===== config.mk =====
export PLATFORM = sky130hd
export DESIGN_NAME = bus_narrowing_bridge
export DESIGN_NICKNAME = d
export VERILOG_FILES = /design/src/rtl/bnb_pkg.sv /design/src/rtl/bnb_lane_plan.sv /design/src/rtl/bnb_unit_sched.sv /design/src/rtl/bnb_gather.sv /design/src/rtl/bus_narrowing_bridge.sv
export SDC_FILE = /design/constraint.sdc
export NUM_CORES = 1
export LEC_CHECK = 0
export ABC_AREA = 1
export BUFFER_PORTS_ARGS = -buffer_cell sky130_fd_sc_hd__buf_4
export CORE_ASPECT_RATIO = 0.7
export CORE_UTILIZATION = 35
export CTS_CLUSTER_DIAMETER = 80
export CTS_CLUSTER_SIZE = 24
export DETAILED_ROUTE_END_ITERATION = 10
export PLACE_DENSITY_LB_ADDON = 0.05
export SLEW_MARGIN = 40
export SYNTH_ARGS = -nofsm -noshare
export SYNTH_HDL_FRONTEND = slang
export SYNTH_SLANG_ARGS = --single-unit

===== constraint.sdc =====
create_clock -name clk_i -period 4.2 [get_ports clk_i]
set_input_delay 0.84 -clock clk_i [delete_from_list [all_inputs] [get_ports clk_i]]
set_output_delay 0.84 -clock clk_i [all_outputs]
set_load 0.01 [all_outputs]

===== src/rtl/bnb_pkg.sv =====
package bnb_pkg;
  typedef enum logic [1:0] {
    ST_IDLE = 2'd0,
    ST_RUN  = 2'd1,
    ST_RESP = 2'd2
  } bnb_state_e;

  typedef enum logic [1:0] {
    RSP_ACK = 2'd0,
    RSP_ERR = 2'd1,
    RSP_RTY = 2'd2
  } bnb_resp_e;
endpackage


===== src/rtl/bnb_lane_plan.sv =====
// Decides legality of a wide select pattern and which byte positions start
// a narrow sub-access (every selected byte, or the first byte of each touched group).
module bnb_lane_plan #(
  parameter int WB = 4,
  parameter int NB = 2
) (
  input  logic [WB-1:0] sel_i,
  input  logic          byte_tgt_i,
  output logic          legal_o,
  output logic [WB-1:0] mask_o
);
  localparam int NG = WB / NB;

  logic [NG-1:0] grp_any;
  logic [NG-1:0] grp_full;
  int unsigned   ones;

  for (genvar g = 0; g < NG; g++) begin : g_grp
    assign grp_any[g]  = |sel_i[g*NB +: NB];
    assign grp_full[g] = &sel_i[g*NB +: NB];
  end

  for (genvar k = 0; k < WB; k++) begin : g_mask
    if ((k % NB) == 0) begin : g_head
      assign mask_o[k] = byte_tgt_i ? sel_i[k] : grp_any[k/NB];
    end else begin : g_tail
      assign mask_o[k] = byte_tgt_i & sel_i[k];
    end
  end

  always_comb begin
    ones    = $countones(sel_i);
    legal_o = (&sel_i) || (ones == 1) || ((ones == NB) && (|grp_full));
  end
endmodule


===== src/rtl/bnb_unit_sched.sv =====
// Picks the lowest enabled unit, either from the start or above the current one.
module bnb_unit_sched #(
  parameter int WB = 4,
  parameter int IW = $clog2(WB)
) (
  input  logic [WB-1:0] mask_i,
  input  logic [IW-1:0] cur_i,
  input  logic          from_start_i,
  output logic          found_o,
  output logic [IW-1:0] idx_o
);
  always_comb begin
    found_o = 1'b0;
    idx_o   = '0;
    for (int k = WB - 1; k >= 0; k--) begin
      if (mask_i[k] && (from_start_i || (k > int'(cur_i)))) begin
        found_o = 1'b1;
        idx_o   = IW'(k);
      end
    end
  end
endmodule


===== src/rtl/bnb_gather.sv =====
// Collects narrow read data into the selected byte lanes of the wide word.
module bnb_gather #(
  parameter int WB = 4,
  parameter int NB = 2,
  parameter int IW = $clog2(WB)
) (
  input  logic            clk_i,
  input  logic            rst_ni,
  input  logic            clr_i,
  input  logic            load_i,
  input  logic            byte_mode_i,
  input  logic [IW-1:0]   idx_i,
  input  logic [WB-1:0]   sel_i,
  input  logic [8*NB-1:0] rdat_i,
  output logic [8*WB-1:0] word_o
);
  logic [8*WB-1:0] word_q;
  logic [8*WB-1:0] word_d;

  for (genvar l = 0; l < WB; l++) begin : g_lane
    localparam int OFS  = 8 * (l % NB);
    localparam int HEAD = l - (l % NB);
    logic       hit;
    logic [7:0] src;
    assign hit = byte_mode_i ? (idx_i == IW'(l)) : (idx_i == IW'(HEAD));
    assign src = byte_mode_i ? rdat_i[7:0] : rdat_i[OFS +: 8];
    assign word_d[8*l +: 8] = clr_i ? 8'h00 :
                              (load_i && sel_i[l] && hit) ? src : word_q[8*l +: 8];
  end

  always_ff @(posedge clk_i or negedge rst_ni) begin
    if (!rst_ni) word_q <= '0;
    else         word_q <= word_d;
  end

  assign word_o = word_q;
endmodule


===== src/rtl/bus_narrowing_bridge.sv =====
module bus_narrowing_bridge
  import bnb_pkg::*;
#(
  parameter int ADDR_W   = 32,
  parameter int WIDE_W   = 32,
  parameter int NARROW_W = 16
) (
  input  logic                clk_i,
  input  logic                rst_ni,
  input  logic                w_cyc_i,
  input  logic                w_stb_i,
  input  logic                w_we_i,
  input  logic [ADDR_W-1:0]   w_adr_i,
  input  logic [WIDE_W/8-1:0] w_sel_i,
  input  logic [WIDE_W-1:0]   w_wdat_i,
  output logic [WIDE_W-1:0]   w_rdat_o,
  output logic                w_ack_o,
  output logic                w_err_o,
  output logic                w_rty_o,
  input  logic                byte_tgt_i,
  output logic                n_clk_o,
  output logic                n_rst_no,
  output logic                n_cyc_o,
  output logic                n_stb_o,
  output logic                n_we_o,
  output logic [ADDR_W-1:0]   n_adr_o,
  output logic [NARROW_W/8-1:0] n_sel_o,
  output logic [NARROW_W-1:0] n_wdat_o,
  input  logic [NARROW_W-1:0] n_rdat_i,
  input  logic                n_ack_i,
  input  logic                n_err_i,
  input  logic                n_rty_i
);
  localparam int WB = WIDE_W / 8;
  localparam int NB = NARROW_W / 8;
  localparam int IW = $clog2(WB);

  // registered state
  bnb_state_e         state_q, state_d;
  bnb_resp_e          resp_q, resp_d;
  logic [IW-1:0]      idx_q, idx_d;
  logic [ADDR_W-IW-1:0] adr_q, adr_d;
  logic [WB-1:0]      sel_q, sel_d;
  logic [WB-1:0]      mask_q, mask_d;
  logic [WIDE_W-1:0]  wdat_q, wdat_d;
  logic               we_q, we_d;
  logic               mode_q, mode_d;

  logic               accept;
  logic               run;
  logic               plan_legal;
  logic [WB-1:0]      plan_mask;
  logic               first_found;
  logic [IW-1:0]      first_idx;
  logic               next_found;
  logic [IW-1:0]      next_idx;
  logic               gather_load;

  bnb_lane_plan #(.WB(WB), .NB(NB)) plan_i (
    .sel_i      (w_sel_i),
    .byte_tgt_i (byte_tgt_i),
    .legal_o    (plan_legal),
    .mask_o     (plan_mask)
  );

  bnb_unit_sched #(.WB(WB), .IW(IW)) first_i (
    .mask_i       (plan_mask),
    .cur_i        ('0),
    .from_start_i (1'b1),
    .found_o      (first_found),
    .idx_o        (first_idx)
  );

  bnb_unit_sched #(.WB(WB), .IW(IW)) next_i (
    .mask_i       (mask_q),
    .cur_i        (idx_q),
    .from_start_i (1'b0),
    .found_o      (next_found),
    .idx_o        (next_idx)
  );

  assign accept      = (state_q == ST_IDLE) && w_cyc_i && w_stb_i;
  assign run         = (state_q == ST_RUN);
  assign gather_load = run && n_ack_i && !n_err_i && !n_rty_i && !we_q;

  bnb_gather #(.WB(WB), .NB(NB), .IW(IW)) gather_i (
    .clk_i       (clk_i),
    .rst_ni      (rst_ni),
    .clr_i       (accept),
    .load_i      (gather_load),
    .byte_mode_i (mode_q),
    .idx_i       (idx_q),
    .sel_i       (sel_q),
    .rdat_i      (n_rdat_i),
    .word_o      (w_rdat_o)
  );

  // next-state logic
  always_comb begin
    state_d = state_q;
    resp_d  = resp_q;
    idx_d   = idx_q;
    adr_d   = adr_q;
    sel_d   = sel_q;
    mask_d  = mask_q;
    wdat_d  = wdat_q;
    we_d    = we_q;
    mode_d  = mode_q;
    unique case (state_q)
      ST_IDLE: begin
        if (accept) begin
          adr_d  = w_adr_i[ADDR_W-1:IW];
          sel_d  = w_sel_i;
          mask_d = plan_mask;
          wdat_d = w_wdat_i;
          we_d   = w_we_i;
          mode_d = byte_tgt_i;
          idx_d  = first_idx;
          if (plan_legal && first_found) begin
            state_d = ST_RUN;
          end else begin
            state_d = ST_RESP;
            resp_d  = RSP_ERR;
          end
        end
      end
      ST_RUN: begin
        if (n_err_i) begin
          state_d = ST_RESP;
          resp_d  = RSP_ERR;
        end else if (n_rty_i) begin
          state_d = ST_RESP;
          resp_d  = RSP_RTY;
        end else if (n_ack_i) begin
          if (next_found) begin
            idx_d = next_idx;
          end else begin
            state_d = ST_RESP;
            resp_d  = RSP_ACK;
          end
        end
      end
      ST_RESP: state_d = ST_IDLE;
      default: state_d = ST_IDLE;
    endcase
  end

  // registers
  always_ff @(posedge clk_i or negedge rst_ni) begin
    if (!rst_ni) begin
      state_q <= ST_IDLE;
      resp_q  <= RSP_ACK;
      idx_q   <= '0;
      adr_q   <= '0;
      sel_q   <= '0;
      mask_q  <= '0;
      wdat_q  <= '0;
      we_q    <= 1'b0;
      mode_q  <= 1'b0;
    end else begin
      state_q <= state_d;
      resp_q  <= resp_d;
      idx_q   <= idx_d;
      adr_q   <= adr_d;
      sel_q   <= sel_d;
      mask_q  <= mask_d;
      wdat_q  <= wdat_d;
      we_q    <= we_d;
      mode_q  <= mode_d;
    end
  end

  // per-unit lane slices of captured write data and selects
  logic [7:0]          byte_wd  [WB];
  logic [NARROW_W-1:0] group_wd [WB];
  logic [NB-1:0]       group_sel[WB];

  for (genvar k = 0; k < WB; k++) begin : g_slice
    assign byte_wd[k] = wdat_q[8*k +: 8];
    if ((k % NB) == 0) begin : g_head
      assign group_wd[k]  = wdat_q[8*k +: NARROW_W];
      assign group_sel[k] = sel_q[k +: NB];
    end else begin : g_tail
      assign group_wd[k]  = '0;
      assign group_sel[k] = '0;
    end
  end

  // narrow side
  assign n_clk_o  = clk_i;
  assign n_rst_no = rst_ni;
  assign n_cyc_o  = run;
  assign n_stb_o  = run;
  assign n_we_o   = run && we_q;
  assign n_adr_o  = {adr_q, idx_q};
  assign n_sel_o  = !run ? '0 : (mode_q ? NB'(1) : group_sel[idx_q]);
  assign n_wdat_o = mode_q ? {{(NARROW_W-8){1'b0}}, byte_wd[idx_q]} : group_wd[idx_q];

  // wide terminations
  assign w_ack_o = (state_q == ST_RESP) && (resp_q == RSP_ACK);
  assign w_err_o = (state_q == ST_RESP) && (resp_q == RSP_ERR);
  assign w_rty_o = (state_q == ST_RESP) && (resp_q == RSP_RTY);
endmodule


==> impl_metrics.yaml <==
outcome:
  status: "finished clean"
die:
  io_pins: 183
  die_area_um2: 15000
  coreArea_um2: 14100
  die_h_um: 103
  start_util: 0.362
  rows: 36
  die_x_um: 146
setup_path:
  cp_cell_sequence: "clkbuf_16 -> clkbuf_16 -> buf_4"
  crit_family: "buffers and inverters"
  crit_arrival_ns: 2.48
  crit_top_cell: "clkbuf_16"
  cp_max_fo: 2
  end_kind: "primary output"
  cp.required_ns: 3.36
  critPathLaunchType: "clock port"
  path_buf_inv: 3
  critPathSlowestCell: "clkbuf_16"
  max_stage_delay_ns: 0.13
  crit_type: "clk -> out"
logic_synthesis:
  synthFlopType: "dfrtp_1"
  synth_area_um2: 5090
  yosysUniqueCellTypes: 35
  syn_area_per_cell_um2: 8.26
  synth_edf_count: 0
  synth_warnings: 0
  synthesis.nets: 718
  synthCells: 616
  synth_top_area_cell: "dfrtp_1"
  synth_area_leaders: "dfrtp_1 54%, nand2_1 18%, inv_1 4.6%"
  yosys.area.top_type_share: 0.536
  ys_seq_area_frac: 0.536
  synthArstFlopShare: 1.00
  ys_seq_elements: 109
drt:
  highest_layer: "met4"
  first_pass_iters: 4
  antenna_left: 0
  dr.first_iter.drc_count: 231
  wl_met1_um: 6850
  vias_per_cell: 4.71
  drc: 0
  routedWlPerCell_um: 14.4
  drt-total-wl_um: 14200
  route.met2.wl_um: 6340
  vias: 4628
  route.met3.wl_um: 879
timing:
  maxSlewHeadroom: 0.484
  setup_violations: 0
  skew_ns: 0.00779
  tns_ns: 0
  report.final.slew_viol_count: 0
  worstMarginPinSlew_ns: 0.775
  finalHoldViolCount: 0
  rsz0062_at_grt: "false"
clocking:
  ctsHoldBuffers: 0
  cts_tree: "yes"
  clk_pin_slew_ns: 0.07
  clk_latency_ns: 0.46
  cts_resized: 0
  postCtsSetupBuffers: 0
global_routing:
  antenna_found_initial: 0
  grt_util_all_layers: 0.191
  grt_max_degree: 94
  grt_pass1_wl_um: 22200
  overflow: 0
  grt_pass1_vias: 4362
final_layout:
  antenna_cells: 0
  stdcell_count: 982
  area_delta_synth_final_pct: 37.0
  multi_input_area_um2: 1950
  regArea_um2: 2730
  fin_nets: 889
  fillCellCount: 1387
  drive_gt1_frac: 0.283
power_and_ir_drop:
  p_int_mw: 3.03
  seqPwrFrac: 0.369
  swShare: 0.378
  power.switching_mw: 1.84
  ir_drop_v: 0.000359
  p_leak_nw: 3.78
  p_comb_frac: 0.407
  p_per_area_nw_per_um2: 698
  p_clk_frac: 0.224
place:
  place_hpwl_um: 10200
  gp_congestion: 0.853
  io_buffers: 180
  dp.cells: 963
worst_hold_path:
  hold_class: "reg -> reg"
job:
  maxCapViolations: 0
worst paths after layout:
kind | from | endpoint | slack (ns) | cells past startpoint
worst max-delay path | clk_i | n_clk_o | 0.88 | 3
worst max register to register | mode_q | gather_i.word_o[24] | 2.05 | 7
min in group asynchronous | rst_ni | gather_i.word_o[22] | 0.49 | 2
worst min-delay path | adr_q[16] | adr_q[16] | 0.47 | 2
worst min register to register | adr_q[16] | adr_q[16] | 0.47 | 2
max in group asynchronous | rst_ni | wdat_q[20] | 2.72 | 3
placed cells by master, fill, tap and decap left out, types with 2 or more instances in the layout:
cell type and n:
inv_4 2, a21oi_1 3, nor3_1 3, dfrtp_1 109, o31ai_1 2, inv_6 4, nor2_2 3, a221oi_1 8
buf_6 2, nand2_1 243, nor2_1 26, inv_2 3, clkbuf_16 12, buf_4 182, o32ai_1 6, inv_1 63
bufinv_16 2, nand2_4 2, ha_1 8, o21ai_1 16, nand3_1 28, o21ai_0 37, o22ai_1 10, nand2_2 3
nor2_4 2, or2_2 2
power groups by stage:
stage               clock (mW)  combinational, mW  sequential (mW)
floorplan               0.0196               1.02             1.83
finish                    1.09               1.98             1.80
global placement        0.0196               1.95             1.80
detailed placement      0.0196               1.99             1.81
CTS                       1.13               1.99             1.79
global route              1.17               2.20             1.86
worst reg2reg max path: cells and delay by family, from the launching register on:
| family | cells | cell delay (ns) |
|---|---|---|
| AOI/OAI and AO/OA | 1 | 0.28 |
| buffers and inverters | 1 | 0.08 |
| DFF | 1 | 0.85 |
| and+or+nand+nor | 5 | 0.84 |
metrics by stage:
stage / utilization / cell area (um^2) / power, mW / worst slack, ns / hold WS, ns
global placement: 0.466 / 6550 / 3.77 / 1.14 / 0.456
CTS: 0.495 / 6960 / 4.91 / 0.715 / 0.478
finish: 0.496 / 6970 / 4.87 / 0.883 / 0.471
global route: 0.496 / 6970 / 5.22 / 0.786 / 0.495
detailed placement: 0.467 / 6560 / 3.81 / 1.14 / 0.459
floorplan: - / 5090 / 2.87 / 1.14 / 0.442
cells in the mapped netlist (3+ instances only):
master    instances
dfrtp_1         109
nor3_1            3
ha_1              8
buf_2            17
inv_1            63
inv_2             4
a21oi_1           3
nand2_2           3
buf_4             6
o21ai_1          16
nor2_2            3
o32ai_1           6
a221oi_1          8
o22ai_1          10
nand2_1         243
nor2_1           27
o21ai_0          37
nand3_1          28
flip-flops by register name, indices dropped and copies added, names as in the netlist:
register / count
mode_q: 1
state_q: 2
resp_q: 2
idx_q: 2
mask_q: 3
sel_q: 4
we_q: 1
wdat_q: 32
adr_q: 30
gather_i.word_o: 32
logic make-up (layout without fill, tap and decap cells):
| group | after synthesis | count (layout) | share of synthesized area |
|---|---|---|---|
| AOI/OAI and AO/OA | 86 | 86 | 0.100 |
| and+or+nand+nor | 317 | 317 | 0.258 |
| adders and majority gates | 9 | 9 | 0.0236 |
| buffers and inverters | 95 | 271 | 0.0821 |
| DFF | 109 | 109 | 0.536 |
layout make-up:
class	count	share of cell area
Multi-Input combinational cell	412	0.280
Sequential cell	109	0.391
Inverter	68	0.0373
Timing Repair Buffer	183	0.198
Clock buffer	13	0.0442
Tap cell	190	0.0341
Clock inverter	7	0.0149
layer usage:
| layer | vias to the layer above | global-route usage |
|---|---|---|
| li1 | 2286 | - |
| met2 | 145 | 0.303 |
| met5 | - | 0 |
| met4 | 0 | 0.0465 |
| met3 | 8 | 0.0456 |
| met1 | 2189 | 0.267 |
Power figures use the tool's default switching activity.
